==> src/rtl/sysc_trap_pkg.sv <==
package sysc_trap_pkg;

  // Sequencer states of the redirect trap.
  typedef enum logic [1:0] {
    ST_IDLE     = 2'd0,  // nothing pending
    ST_GOT_OP   = 2'd1,  // trap opcode seen, operand expected next
    ST_SIG_HELD = 2'd2,  // call number held, waiting for the vector fetch
    ST_HI_PEND  = 2'd3   // low byte redirected, high byte expected next
  } trap_st_e;

  // Defaults shared by the top and the bench-facing documentation.
  localparam int unsigned DEF_AW = 24;
  localparam int unsigned DEF_DW = 8;

endpackage

==> src/rtl/sysc_bus_decode.sv <==
module sysc_bus_decode #(
  parameter int unsigned AW = 24,
  parameter int unsigned DW = 8,
  parameter int unsigned NVEC = 2,
  parameter logic [DW-1:0] COP_OP = 8'h02,
  parameter logic [NVEC*AW-1:0] VEC_LIST = {24'h00FFF4, 24'h00FFE4}
) (
  input  logic [AW-1:0]   cpu_addr,
  input  logic [DW-1:0]   cpu_data,
  input  logic            op_fetch,
  input  logic            vec_pull,
  input  logic            cpu_rd,
  output logic            cop_fetch,
  output logic            other_fetch,
  output logic            operand_rd,
  output logic            vec_rd,
  output logic [NVEC-1:0] lo_hit,
  output logic [NVEC-1:0] hi_hit
);

  logic fetch_rd;

  always_comb begin
    fetch_rd    = op_fetch & cpu_rd;
    cop_fetch   = fetch_rd & (cpu_data == COP_OP);
    other_fetch = fetch_rd & (cpu_data != COP_OP);
    operand_rd  = cpu_rd & ~op_fetch & ~vec_pull;
    vec_rd      = vec_pull & cpu_rd;
  end

  // One comparator pair per supported vector flavour.
  for (genvar g = 0; g < NVEC; g++) begin : g_vec
    localparam logic [AW-1:0] LO_A = VEC_LIST[g*AW +: AW];
    localparam logic [AW-1:0] HI_A = LO_A + AW'(1);
    assign lo_hit[g] = vec_rd & (cpu_addr == LO_A);
    assign hi_hit[g] = vec_rd & (cpu_addr == HI_A);
  end

endmodule

==> src/rtl/sysc_trap_fsm.sv <==
module sysc_trap_fsm
  import sysc_trap_pkg::*;
#(
  parameter int unsigned DW = 8,
  parameter int unsigned NVEC = 2
) (
  input  logic            clk,
  input  logic            rst_n,
  input  logic [DW-1:0]   cpu_data,
  input  logic            cop_fetch,
  input  logic            other_fetch,
  input  logic            operand_rd,
  input  logic            vec_rd,
  input  logic [NVEC-1:0] lo_hit,
  input  logic [NVEC-1:0] hi_hit,
  output logic [DW-1:0]   sig_q,
  output logic            remap_lo,
  output logic            remap_hi
);

  trap_st_e        st_q, st_d;
  logic [NVEC-1:0] flav_q;

  // Substitution enables for the current bus cycle.
  always_comb begin
    remap_lo = (st_q == ST_SIG_HELD) & (|lo_hit);
    remap_hi = (st_q == ST_HI_PEND) & (|(hi_hit & flav_q));
  end

  always_comb begin
    st_d = st_q;
    unique case (st_q)
      ST_IDLE: begin
        if (cop_fetch) st_d = ST_GOT_OP;
      end
      ST_GOT_OP: begin
        if (operand_rd)     st_d = ST_SIG_HELD;
        else if (cop_fetch) st_d = ST_GOT_OP;
        else                st_d = ST_IDLE;
      end
      ST_SIG_HELD: begin
        if (remap_lo)         st_d = ST_HI_PEND;
        else if (vec_rd)      st_d = ST_IDLE;
        else if (cop_fetch)   st_d = ST_GOT_OP;
        else if (other_fetch) st_d = ST_IDLE;
      end
      ST_HI_PEND: st_d = ST_IDLE;
      default:    st_d = ST_IDLE;
    endcase
  end

  always_ff @(posedge clk or negedge rst_n) begin
    if (!rst_n) begin
      st_q   <= ST_IDLE;
      sig_q  <= '0;
      flav_q <= '0;
    end else begin
      st_q <= st_d;
      if (st_q == ST_GOT_OP && operand_rd) sig_q <= cpu_data;
      if (remap_lo) flav_q <= lo_hit;
    end
  end

  // reset leaves the sequencer idle
  assert_reset_idle_R1: assert property (@(posedge clk)
    !rst_n |=> st_q == ST_IDLE);

  // operand after the trap opcode is captured
  assert_sig_capture_R2: assert property (@(posedge clk) disable iff (!rst_n)
    (st_q == ST_GOT_OP && operand_rd) |=> (sig_q == $past(cpu_data)) && st_q == ST_SIG_HELD);

  // no plain read after the opcode disarms
  assert_disarm_R3: assert property (@(posedge clk) disable iff (!rst_n)
    (st_q == ST_GOT_OP && !operand_rd && !cop_fetch) |=> st_q == ST_IDLE);

  // high-byte redirect only straight after a low-byte redirect, then idle
  assert_hi_after_lo_R5: assert property (@(posedge clk) disable iff (!rst_n)
    remap_hi |-> $past(remap_lo));
  assert_idle_after_hi_R5: assert property (@(posedge clk) disable iff (!rst_n)
    remap_hi |=> st_q == ST_IDLE);

  // a foreign vector cancels the pending call number
  assert_foreign_vec_R6: assert property (@(posedge clk) disable iff (!rst_n)
    (st_q == ST_SIG_HELD && vec_rd && !(|lo_hit)) |=> st_q == ST_IDLE);

  // an unrelated opcode fetch cancels the pending call number
  assert_fetch_cancel_R9: assert property (@(posedge clk) disable iff (!rst_n)
    (st_q == ST_SIG_HELD && other_fetch) |=> st_q == ST_IDLE);

endmodule

==> src/rtl/sysc_addr_mux.sv <==
module sysc_addr_mux #(
  parameter int unsigned AW = 24,
  parameter int unsigned DW = 8,
  parameter logic [AW-1:0] TABLE_BASE = 24'h00FC00
) (
  input  logic          clk,
  input  logic          rst_n,
  input  logic [AW-1:0] cpu_addr,
  input  logic [DW-1:0] sig,
  input  logic          remap_lo,
  input  logic          remap_hi,
  output logic [AW-1:0] mem_addr
);

  // Handler table entry: two bytes per call number, low byte first.
  function automatic logic [AW-1:0] entry_addr(input logic [DW-1:0] num,
                                               input logic hi_byte);
    return TABLE_BASE + (AW'(num) << 1) + AW'(hi_byte);
  endfunction

  always_comb begin
    if (remap_lo)      mem_addr = entry_addr(sig, 1'b0);
    else if (remap_hi) mem_addr = entry_addr(sig, 1'b1);
    else               mem_addr = cpu_addr;
  end

  // the high-byte redirect lands one byte above the low-byte redirect
  assert_hi_adjacent_R5: assert property (@(posedge clk) disable iff (!rst_n)
    remap_hi |-> mem_addr == $past(mem_addr) + AW'(1));

  // a low-byte redirect never lands on the vector address itself
  assert_lo_moved_R4: assert property (@(posedge clk) disable iff (!rst_n)
    remap_lo |-> mem_addr != cpu_addr);

endmodule

==> src/rtl/sysc_vec_redirect.sv <==
module sysc_vec_redirect #(
  parameter int unsigned AW = 24,
  parameter int unsigned DW = 8,
  parameter logic [DW-1:0] COP_OP = 8'h02,
  parameter logic [AW-1:0] VEC_NATIVE = 24'h00FFE4,
  parameter logic [AW-1:0] VEC_EMU = 24'h00FFF4,
  parameter logic [AW-1:0] TABLE_BASE = 24'h00FC00
) (
  input  logic          clk,
  input  logic          rst_n,
  input  logic [AW-1:0] cpu_addr,
  input  logic [DW-1:0] cpu_data,
  input  logic          op_fetch,
  input  logic          vec_pull,
  input  logic          cpu_rd,
  output logic [AW-1:0] mem_addr
);

  localparam int unsigned NVEC = 2;
  localparam logic [NVEC*AW-1:0] VEC_LIST = {VEC_EMU, VEC_NATIVE};

  logic            cop_fetch, other_fetch, operand_rd, vec_rd;
  logic [NVEC-1:0] lo_hit, hi_hit;
  logic [DW-1:0]   sig_q;
  logic            remap_lo, remap_hi;

  sysc_bus_decode #(
    .AW(AW), .DW(DW), .NVEC(NVEC), .COP_OP(COP_OP), .VEC_LIST(VEC_LIST)
  ) u_decode (
    .cpu_addr   (cpu_addr),
    .cpu_data   (cpu_data),
    .op_fetch   (op_fetch),
    .vec_pull   (vec_pull),
    .cpu_rd     (cpu_rd),
    .cop_fetch  (cop_fetch),
    .other_fetch(other_fetch),
    .operand_rd (operand_rd),
    .vec_rd     (vec_rd),
    .lo_hit     (lo_hit),
    .hi_hit     (hi_hit)
  );

  sysc_trap_fsm #(
    .DW(DW), .NVEC(NVEC)
  ) u_fsm (
    .clk        (clk),
    .rst_n      (rst_n),
    .cpu_data   (cpu_data),
    .cop_fetch  (cop_fetch),
    .other_fetch(other_fetch),
    .operand_rd (operand_rd),
    .vec_rd     (vec_rd),
    .lo_hit     (lo_hit),
    .hi_hit     (hi_hit),
    .sig_q      (sig_q),
    .remap_lo   (remap_lo),
    .remap_hi   (remap_hi)
  );

  sysc_addr_mux #(
    .AW(AW), .DW(DW), .TABLE_BASE(TABLE_BASE)
  ) u_mux (
    .clk     (clk),
    .rst_n   (rst_n),
    .cpu_addr(cpu_addr),
    .sig     (sig_q),
    .remap_lo(remap_lo),
    .remap_hi(remap_hi),
    .mem_addr(mem_addr)
  );

  // cycles that are not vector fetches are never altered
  assert_plain_cycles_pass_R8: assert property (@(posedge clk) disable iff (!rst_n)
    !vec_pull |-> mem_addr == cpu_addr);

  // a high-byte vector fetch with no redirect in progress passes through
  assert_stray_hi_pass_R7: assert property (@(posedge clk) disable iff (!rst_n)
    (vec_pull && !$past(remap_lo)) |-> (mem_addr == cpu_addr || |lo_hit));

endmodule

==> config.mk <==
export PLATFORM = sky130hd
export DESIGN_NAME = sysc_vec_redirect
export DESIGN_NICKNAME = d
export VERILOG_FILES = /design/src/rtl/sysc_trap_pkg.sv /design/src/rtl/sysc_bus_decode.sv /design/src/rtl/sysc_trap_fsm.sv /design/src/rtl/sysc_addr_mux.sv /design/src/rtl/sysc_vec_redirect.sv
export SDC_FILE = /design/constraint.sdc
export NUM_CORES = 1
export LEC_CHECK = 0
export CAP_MARGIN = 0
export CORE_MARGIN = 3
export CORE_UTILIZATION = 36
export CTS_CLUSTER_DIAMETER = 150
export DETAILED_ROUTE_END_ITERATION = 10
export PLACE_DENSITY = 0.87
export SETUP_SLACK_MARGIN = 0.4
export SLEW_MARGIN = 20
export SYNTH_ARGS = -nofsm -noshare
export SYNTH_HDL_FRONTEND = slang
export SYNTH_SLANG_ARGS = --single-unit
==> constraint.sdc <==
create_clock -name clk -period 3.8 [get_ports clk]
set_input_delay 0.57 -clock clk [delete_from_list [all_inputs] [get_ports clk]]
set_output_delay 0.57 -clock clk [all_outputs]
set_load 0.1 [all_outputs]
==> impl_metrics.tcl, run 1 <==
set metrics [dict create \
    status "complete, no violations" \
    num-fill-cells 146 \
    die_width_um 53.4 \
    clkTransAtPathRegs_ps 70 \
    slew_headroom_pct 63.1 \
    nNetsFinal 162 \
    gp_congestion 0.751 \
    hold_viol 0 \
    cts_tree "yes" \
    start_util_pct 39.6 \
    vias_per_cell 5.06 \
    drt_iter0_markers 15 \
    critPathArrivalTime_ps 2350 \
    rsz0062_at_grt "false" \
    cts_htree_levels 1 \
    routedWlPerCell_um 15.0 \
    yosys_warnings 0 \
    clkLatencyLatePin_ps 270 \
    worstMarginPinSlew_ps 552 \
    p_per_area_mw_per_mm2 277 \
    cts_root_buf "clkbuf_4" \
    p_leak_uw 0.000668 \
    antenna_cells 0 \
    port_buffers 60 \
    syn_to_final_growth_pct 76.0 \
    cp_max_fo 9 \
    critPathKind "in2out" \
    synth-simple-area-share_pct 21.8 \
    stdcell_area_mm2 0.00142 \
    grt_overflow 0 \
    post-cts-setup-buffers 0 \
    synth_cell_types 27 \
    ys_seq_area_share_pct 37.2 \
    synthAdderAreaFrac_pct 0 \
    grt_pass1_vias 721 \
    timing.fmax_ghz 0.343 \
    dp_slack_ps 875 \
    cts_buffers 3 \
    vdd_drop_max_mv 0.198 \
    die-area_mm2 0.00285 \
    cp_slowest_stage_delay_ps 530 \
    syn_inst 75 \
    cts_hold_buf 0 \
    clock-sinks 12 \
    fin_util_pct 69.7 \
    track_usage_pct 15.9 \
    clockBufferDepth 2 \
    core_area_mm2 0.00204 \
    synth_nets 112 \
    cp_top_family "buffers and inverters" \
    synth_compound_area_share_pct 6.35 \
    grt_max_degree 13 \
    slowest_stage "clkdlybuf4s50_1" \
    postRouteAntennaNets 0 \
    hp-class "reg2reg" \
    cp.required_ps 3230 \
    firstDrtPassIters 4 \
    num_rows 16 \
    drive_above_1_share_pct 39.0 \
    worst-path-buf-inv 2 \
    grt_pass1_wl_mm 3.23 \
    place_area_mm2 0.00140 \
    crit_chain "clkdlybuf4s50_1 -> nand4b_4 -> nor4_4 -> o211ai_4 -> mux2_4 -> buf_12" \
    fin_crit_sh_pct 76.8 \
    end_kind "output port" \
    synth_top_family_by_area "multiplexers" \
    grt_antenna_before_repair 0 \
    drv_slew 0 \
    vias 759 \
    dp.final_hpwl_mm 1.92 \
    wirelength_mm 2.25 \
    pin_count 61 \
    setup_tns_ps 0 \
    post-route-min-period_ps 2920 \
    cap_viol_max_count 0 \
    synth_mux_area_share_pct 26.2 \
    worstSetupStartpointType "primary input" \
    setup_slack_ps 882 \
    setup_viol 0 \
    synthesis.area_um2 808 \
    drcViolationCount 0 \
    synth-seq-cells 12 \
    fin_skew_ps 2.38 \
    die_h_um 53.4 \
    synth-xor-area-share_pct 0 \
    cts.repair.resized 0 \
    avgSynthCellArea_um2 10.8 \
]
final timing paths:
path,cells past startpoint,start,slack (ps),end
max in group asynchronous,1,rst_n,2780,u_fsm.sig_q[5]$_DFFE_PN0P_
worst min register to register,1,u_fsm.sig_q[5]$_DFFE_PN0P_,510,u_fsm.sig_q[5]$_DFFE_PN0P_
worst max register to register,3,u_fsm.st_q[1]$_DFFE_PN0P_,2310,u_fsm.sig_q[1]$_DFFE_PN0P_
worst min-delay path,1,u_fsm.sig_q[5]$_DFFE_PN0P_,510,u_fsm.sig_q[5]$_DFFE_PN0P_
worst max-delay path,6,cpu_addr[10],880,mem_addr[8]
min in group asynchronous,1,rst_n,650,u_fsm.st_q[1]$_DFFE_PN0P_
logic make-up (layout without fill, tap and decap cells):
group           count (synthesis)  in the layout
compound gates                  6              6
mux                            17             17
simple gates                   22             22
flops                          12             12
buf+inv                        18             66
registers in the layout, summed over array words and instances (netlist names):
| name | cells |
|---|---|
| u_fsm.st_q | 2 |
| u_fsm.sig_q | 8 |
| u_fsm.flav_q | 2 |
report_power, final:
group          internal [uW]  switching (uW)  total (uW)
Sequential               128           0.208         128
Clock                   36.7            38.9        75.6
Combinational           66.2             124         191
Total                    231             164         394
Yosys cell counts:
cell type | count | area, um2
nand4b_1 | 1 | 8.76
buf_2 | 1 | 5.00
and3_2 | 1 | 7.51
o211ai_4 | 1 | 21.3
mux2i_1 | 2 | 20.0
nand3_1 | 1 | 5.00
nor4_1 | 1 | 6.26
nand2_1 | 3 | 11.3
nand4_1 | 2 | 12.5
o21bai_1 | 2 | 15.0
dfrtp_1 | 12 | 300
nand3b_1 | 1 | 7.51
nor4b_1 | 3 | 26.3
nor2_1 | 2 | 7.51
nor4bb_1 | 1 | 10.0
nor3_1 | 1 | 5.00
a21oi_1 | 1 | 5.00
inv_1 | 3 | 11.3
nor4_4 | 1 | 21.3
nand4b_4 | 1 | 23.8
clkbuf_1 | 14 | 52.6
and2_2 | 1 | 7.51
nand3_2 | 1 | 10.0
o21ai_0 | 2 | 10.0
nor2b_1 | 1 | 6.26
mux2_4 | 6 | 90.1
mux2_2 | 9 | 101
per-layer routing:
layer	global-route usage, %	share of wire [%]	up-vias	wire length, um
met4	10.2	1.6	0	36
li1	-	-	357	-
met1	17.6	37	352	835
met5	0	0	-	0
met2	27.6	48	47	1080
met3	2.82	13	3	295
placed cells by master (no fill, tap or decap), types with 2 or more instances in the layout:
cell / synthesis / final
buf_12: 0 / 6
buf_4: 0 / 18
nor4b_1: 3 / 3
o21ai_0: 2 / 2
nor2_1: 2 / 2
o21bai_1: 2 / 2
clkdlybuf4s50_1: 0 / 36
clkbuf_4: 0 / 3
mux2_4: 6 / 6
nand4_1: 2 / 2
nand2_1: 3 / 3
dfrtp_1: 12 / 12
inv_1: 3 / 3
mux2_2: 9 / 9
mux2i_1: 2 / 2
worst register-to-register path: cells and delay by family (launching register included):
kind,cells,cell delay (ps)
multiplexers,1,350
AND/OR/NAND/NOR,2,610
flip-flops,1,420
metrics by stage:
step | cells | hold slack, ps | power, uW
finish | 150 | 506 | 394
global placement | 147 | 489 | 321
global route | 150 | 526 | 409
floorplan | 75 | 274 | 248
detailed placement | 147 | 497 | 322
CTS | 150 | 512 | 400
layout make-up:
| cell class | count | area (um2) | share of cell area [%] |
|---|---|---|---|
| inverter | 3 | 11.3 | 0.792 |
| timing repair buffer | 60 | 616 | 43.3 |
| clock buffer | 3 | 22.5 | 1.58 |
| sequential | 12 | 300 | 21.1 |
| multi-input combinational | 45 | 439 | 30.9 |
| tap | 27 | 33.8 | 2.37 |
(Power assumes the default switching activity.)
==> run 2, diff against run 1 <==
--- a/config.mk
+++ b/config.mk
@@ -7,10 +7,10 @@
 export LEC_CHECK = 0
 export CAP_MARGIN = 0
 export CORE_MARGIN = 3
-export CORE_UTILIZATION = 36
+export CORE_UTILIZATION = 30
 export CTS_CLUSTER_DIAMETER = 150
 export DETAILED_ROUTE_END_ITERATION = 10
-export PLACE_DENSITY = 0.87
+export PLACE_DENSITY = 0.78
 export SETUP_SLACK_MARGIN = 0.4
 export SLEW_MARGIN = 20
 export SYNTH_ARGS = -nofsm -noshare
==> constraint.sdc (replaced) <==
create_clock -name clk -period 2.49 [get_ports clk]
set_input_delay 0.3735 -clock clk [delete_from_list [all_inputs] [get_ports clk]]
set_output_delay 0.3735 -clock clk [all_outputs]
set_load 0.1 [all_outputs]
==> impl_metrics.tcl, run 2 (synthesis gave the netlist of run 1 again) <==
set metrics [dict create \
    p_sw_uw 261 \
    reg2reg_depth 4 \
    grt_use_met1_pct 17.1 \
    gp_congestion 0.793 \
    fin_cells 161 \
    largest_reg_flops 8 \
    vias_per_cell 4.89 \
    syn_to_final_growth_pct 89.3 \
    grt_antenna_before_repair 0 \
    critPathKind "in2out" \
    grt_max_degree 13 \
    cts_root_buf "clkbuf_4" \
    cp-startpoint "cpu_addr[22]" \
    hold_viol 0 \
    p_leak_uw 0.000755 \
    power.share.switching_pct 40.6 \
    p_per_area_mw_per_mm2 420 \
    combPwrFrac_pct 45.6 \
    drcViolationCount 0 \
    reg_top3 "u_fsm.sig_q: 8 flops, u_fsm.flav_q: 2 flops, u_fsm.st_q: 2 flops" \
    post-route-min-period_ps 2140 \
    num-fill-cells 193 \
    drt_iter0_markers 7 \
    vdd_drop_max_mv 0.281 \
    die_width_um 57.9 \
    drive_above_1_share_pct 57.3 \
    fin_crit_sh_pct 85.8 \
    clkTransAtPathRegs_ps 70 \
    slew_headroom_pct 65.4 \
    cts_buffers 3 \
    dp_slack_ps -45.5 \
    use_met2_pct 24.8 \
    setup_viol 0 \
    core_area_mm2 0.00252 \
    final_cell_mix "buf_4, dfrtp_1, dlygate4sd2_1, clkdlybuf4s50_1" \
    fin_skew_ps 0.616 \
    grt_overflow 0 \
    top_register "u_fsm.sig_q" \
    port_buffers 60 \
    num_rows 18 \
    end_kind "output port" \
    cts_htree_levels 1 \
    wirelength_mm 2.39 \
    cap_viol_max_count 0 \
    regToRegStartpoint "u_fsm.st_q[1]$_DFFE_PN0P_" \
    hp-class "in2async" \
    clockBufferDepth 2 \
    vias 787 \
    rsz0062_at_grt "true" \
    p_int_uw 381 \
    seqPwrFrac_pct 30.4 \
    grt_pass1_vias 775 \
    setup_slack_ps 353 \
    firstDrtPassIters 4 \
    start_util_pct 32.0 \
    met3_usage_pct 2.67 \
    busiest_layer "met2" \
    endpoint "mem_addr[4]" \
    ff2ff_setup_slack_ps 920 \
    track_usage_pct 14.3 \
    routedWlPerCell_um 14.9 \
    postRouteAntennaNets 0 \
    worstSetupStartpointType "primary input" \
    drv_slew 0 \
    nNetsFinal 169 \
    die_h_um 57.9 \
    final_common_cell "buf_4" \
    die-area_mm2 0.00335 \
    worstMarginPinSlew_ps 518 \
    dp.final_hpwl_mm 2.05 \
    timing.fmax_ghz 0.468 \
    grt_pass1_wl_mm 3.70 \
    reg2reg_to "u_fsm.sig_q[6]$_DFFE_PN0P_" \
    cp.required_ps 2120 \
    critPathArrivalTime_ps 1760 \
    status "complete, no violations" \
    clock-sinks 12 \
    clkLatencyLatePin_ps 270 \
    antenna_cells 0 \
    pin_count 61 \
    clkPwrFrac_pct 23.9 \
    cp_max_fo 8 \
    cts_tree "yes" \
    dp_cells 155 \
]
==> run 2: cell count changes in the layout (fill, tap and decap cells not counted), moves of 2 or more <==
| cell | before | now |
|---|---|---|
| clkdlybuf4s50_1 | 36 | 10 |
| dlygate4sd2_1 | 0 | 11 |
| buf_2 | 0 | 9 |
| buf_12 | 6 | 9 |
| buf_4 | 18 | 21 |
| clkdlybuf4s15_1 | 0 | 3 |
| clkdlybuf4s15_2 | 0 | 2 |
| nor4b_1 | 3 | 1 |
| o21bai_1 | 2 | 0 |
| o21bai_4 | 0 | 2 |
==> run 2: area by class of cell <==
| class | instances | area, um2 | area share (%) |
|---|---|---|---|
| clock buffer | 4 | 36.3 | 2.37 |
| inverter | 3 | 11.3 | 0.736 |
| multi-input combinational | 45 | 497 | 32.5 |
| sequential | 12 | 300 | 19.6 |
| tap | 30 | 37.5 | 2.45 |
| timing repair buffer | 67 | 648 | 42.4 |
==> run 2: how the worst min path moves through the flow <==
stage,start,endpoint
floorplan,rst_n,u_fsm.flav_q[0]$_DFFE_PN0P_
global placement,u_fsm.flav_q[1]$_DFFE_PN0P_,u_fsm.flav_q[1]$_DFFE_PN0P_
detailed placement,u_fsm.flav_q[1]$_DFFE_PN0P_,u_fsm.flav_q[1]$_DFFE_PN0P_
CTS,rst_n,u_fsm.sig_q[2]$_DFFE_PN0P_
global route,rst_n,u_fsm.sig_q[5]$_DFFE_PN0P_
finish,rst_n,u_fsm.st_q[1]$_DFFE_PN0P_
==> run 2: critical path, stage by stage <==
cell and delay, ps:
clkdlybuf4s15_2 200, nor4b_2 250, and3_4 240, o211ai_4 160, mux2_4 360, buf_12 170
==> run 2: power by group through the flow <==
stage          logic [uW]  registers, uW  clock network, uW
2_1_floorplan         179            199                  0
3_3_place_gp          303            199                  0
3_5_place_dp          305            200                  0
4_1_cts               292            196                155
5_1_grt               302            196                164
6_report              293            196                154
==> run 2: what timing repair did <==
item,CTS,global route
hold buffers,0,0
gates cloned,0,0
setup buffers,2,0
endpoints found under the setup margin,9,9
gates resized for setup,68,4
pin swaps,8,2
==> run 2: through the flow <==
stage	cell area, um2	TNS (ps)	total power [uW]	hold slack [ps]	utilization [%]
finish	1530	0	642	441	60.7
global route	1530	0	662	488	60.7
CTS	1510	0	643	458	59.9
detailed placement	1490	-182	504	496	58.9
global placement	1490	-11.3	502	487	58.9
floorplan	816	0	379	77.9	-
==> run 2: per-layer routing <==
metal / up-vias / part of all wire, %
met1: 357 / 38
li1: 373 / -
met4: 0 / 1.6
met5: - / 0
met2: 53 / 48
met3: 4 / 13
==> run 3, diff against run 2 <==
--- a/config.mk
+++ b/config.mk
@@ -6,13 +6,16 @@
 export NUM_CORES = 1
 export LEC_CHECK = 0
 export CAP_MARGIN = 0
+export CELL_PAD_IN_SITES_DETAIL_PLACEMENT = 0
+export CELL_PAD_IN_SITES_GLOBAL_PLACEMENT = 2
 export CORE_MARGIN = 3
-export CORE_UTILIZATION = 30
+export CORE_UTILIZATION = 17
 export CTS_CLUSTER_DIAMETER = 150
 export DETAILED_ROUTE_END_ITERATION = 10
-export PLACE_DENSITY = 0.78
+export PLACE_DENSITY = 0.76
 export SETUP_SLACK_MARGIN = 0.4
 export SLEW_MARGIN = 20
 export SYNTH_ARGS = -nofsm -noshare
 export SYNTH_HDL_FRONTEND = slang
+export SYNTH_HIERARCHICAL = 1
 export SYNTH_SLANG_ARGS = --single-unit
==> impl_metrics.tcl, run 3 <==
set metrics [dict create \
    drt_iter0_markers 32 \
    top_register "u_fsm/sig_q" \
    grt_pass1_wl_mm 5.35 \
    routedWlPerCell_um 14.3 \
    grt_max_degree 13 \
    ff_latch_area_um2 300 \
    ys_seq_area_share_pct 33.3 \
    rsz0062_at_grt "true" \
    cp_slowest_stage_delay_ps 310 \
    crit_chain "buf_8 -> nor4_4 -> nand4_4 -> nor4b_4 -> o21ai_2 -> inv_2 -> nor2_4 -> buf_12 -> mux2_4 -> buf_12" \
    gp_congestion 0.742 \
    track_usage_pct 11.0 \
    drv_slew 0 \
    critPathArrivalTime_ps 2190 \
    start_util_pct 18.3 \
    cts_buffers 3 \
    place_area_mm2 0.00193 \
    cap_viol_max_count 0 \
    cts_root_buf "clkbuf_8" \
    hp-class "in2async" \
    end_kind "output port" \
    grt_antenna_before_repair 0 \
    largest_reg_flops 8 \
    die-area_mm2 0.00621 \
    hold_viol 0 \
    postRouteAntennaNets 0 \
    yosys-top-cells-area "dfrtp_1, mux2_2, and2_2, or3_2, nand2_1" \
    failed_checks "setup timing" \
    nNetsFinal 202 \
    port_buffers 60 \
    cts_tree "yes" \
    reg_top3 "u_fsm/sig_q: 8 flops, u_fsm/flav_q: 2 flops, u_fsm/st_q: 2 flops" \
    slew_headroom_pct 63.7 \
    dp.final_hpwl_mm 2.70 \
    post-route-min-period_ps 2570 \
    vias 994 \
    critPathKind "in2out" \
    timing.fmax_ghz 0.390 \
    firstDrtPassIters 4 \
    pin_count 61 \
    final_common_cell "buf_12" \
    fin_util_pct 43.6 \
    synth_top_area_share_pct 33.3 \
    synthesis.area_um2 901 \
    avgSynthCellArea_um2 10.5 \
    die_h_um 78.8 \
    wirelength_mm 3.31 \
    clockBufferDepth 2 \
    synthTopCellsByCount "mux2_2, dfrtp_1, nand2_1" \
    p_per_area_mw_per_mm2 359 \
    p_leak_uw 0.00103 \
    status "finished, violations left" \
    synth_top_area_cell "dfrtp_1" \
    die_width_um 78.8 \
    slowest_stage "nor4_4" \
    yosys_warnings 6 \
    clock-sinks 12 \
    grt_pass1_vias 1027 \
    drcViolationCount 0 \
    antenna_cells 0 \
    vdd_drop_max_mv 0.218 \
    synth_edf_count 0 \
    num-fill-cells 465 \
    clkLatencyLatePin_ps 240 \
    setup_slack_ps -76.1 \
    stdcell_area_mm2 0.00214 \
    drive_above_1_share_pct 70.1 \
    synthArstFlopShare_pct 100 \
    fin_crit_sh_pct 103 \
    synth_nets 123 \
    core_area_mm2 0.00491 \
    vias_per_cell 4.30 \
    grt_overflow 0 \
    synth-main-ff-cell "dfrtp_1" \
    synthMostInstantiatedCell "mux2_2" \
    final_cell_mix "buf_12, buf_2, dfrtp_1, clkdlybuf4s50_1, and2_4" \
    cts_hold_buf 0 \
    cp.required_ps 2120 \
    setup_viol 16 \
    synth_cell_types 29 \
    crit_top_cell "buf_12" \
    synth-seq-cells 12 \
    fin_skew_ps 0.364 \
    syn_to_final_growth_pct 137 \
    worstSetupStartpointType "primary input" \
    cts_htree_levels 1 \
    num_rows 25 \
    clkTransAtPathRegs_ps 50 \
    multi_input_area_um2 737 \
    syn_inst 86 \
    cp_max_fo 5 \
    worstMarginPinSlew_ps 543 \
]
-- run 3: where the power goes --
group	switching [uW]	total (uW)	internal, uW
Combinational	211	362	151
Sequential	0.430	196	196
Clock	70.0	210	140
Total	281	768	487
-- run 3: cell families after synthesis --
family | Yosys count | share of synthesized area [%]
AND/OR/NAND/NOR | 48 | 38.9
multiplexers | 16 | 20.4
flip-flops | 12 | 33.3
AO/OA/AOI/OAI | 7 | 5.28
buffers and inverters | 3 | 2.08
-- run 3: routing by layer --
| metal | up-vias | part of all wire, % | global-route usage, % |
|---|---|---|---|
| met5 | - | 0 | 0 |
| met4 | 0 | 1.4 | 3.67 |
| met3 | 5 | 8.6 | 2.38 |
| met2 | 49 | 47 | 18.0 |
| met1 | 461 | 43 | 14.2 |
| li1 | 479 | - | - |
-- run 3: layout make-up --
cell class              instances  area share [%]
multi-input cells              71            34.4
well taps                      67            3.92
flip-flops and latches         12            14.0
repair buffers                 75            44.7
inverters                       2           0.351
clock buffers                   4            2.57
-- run 3: final timing paths --
| kind | from | depth (start not counted) | slack (ps) | to |
|---|---|---|---|---|
| min reg2reg | u_fsm/sig_q[5]$_DFFE_PN0P_ | 1 | 530 | u_fsm/sig_q[5]$_DFFE_PN0P_ |
| min | rst_n | 1 | 490 | u_fsm/flav_q[1]$_DFFE_PN0P_ |
| max in group asynchronous | rst_n | 1 | 1640 | u_fsm/st_q[0]$_DFFE_PN0P_ |
| max reg2reg | u_fsm/st_q[0]$_DFFE_PN0P_ | 3 | 1240 | u_fsm/flav_q[1]$_DFFE_PN0P_ |
| max | cpu_addr[21] | 10 | -80 | mem_addr[5] |
| min in group clk | u_fsm/sig_q[5]$_DFFE_PN0P_ | 1 | 530 | u_fsm/sig_q[5]$_DFFE_PN0P_ |
-- run 3: metrics by stage --
stage	setup TNS (ps)	hold slack [ps]	power, uW	cells	setup WS [ps]
3_5_place_dp	-9760	513	563	219	-475
3_3_place_gp	-9330	491	560	219	-461
6_report	-593	489	768	231	-76.1
5_1_grt	-1900	526	798	231	-154
2_1_floorplan	0	77.9	387	86	6.66
4_1_cts	-907	500	776	230	-94.1
-- run 3: what timing repair did --
action / CTS / global route
setup endpoints to repair: 24 / 24
setup buffers: 5 / 1
pin swaps: 30 / 4
resized for setup: 119 / 6
cloned: 2 / 0
-- run 3: critical path, delay by kind of cell --
kind / cells / cell delay [ps]
compound gates: 1 / 110
buf+inv: 4 / 510
mux: 1 / 310
simple gates: 4 / 880
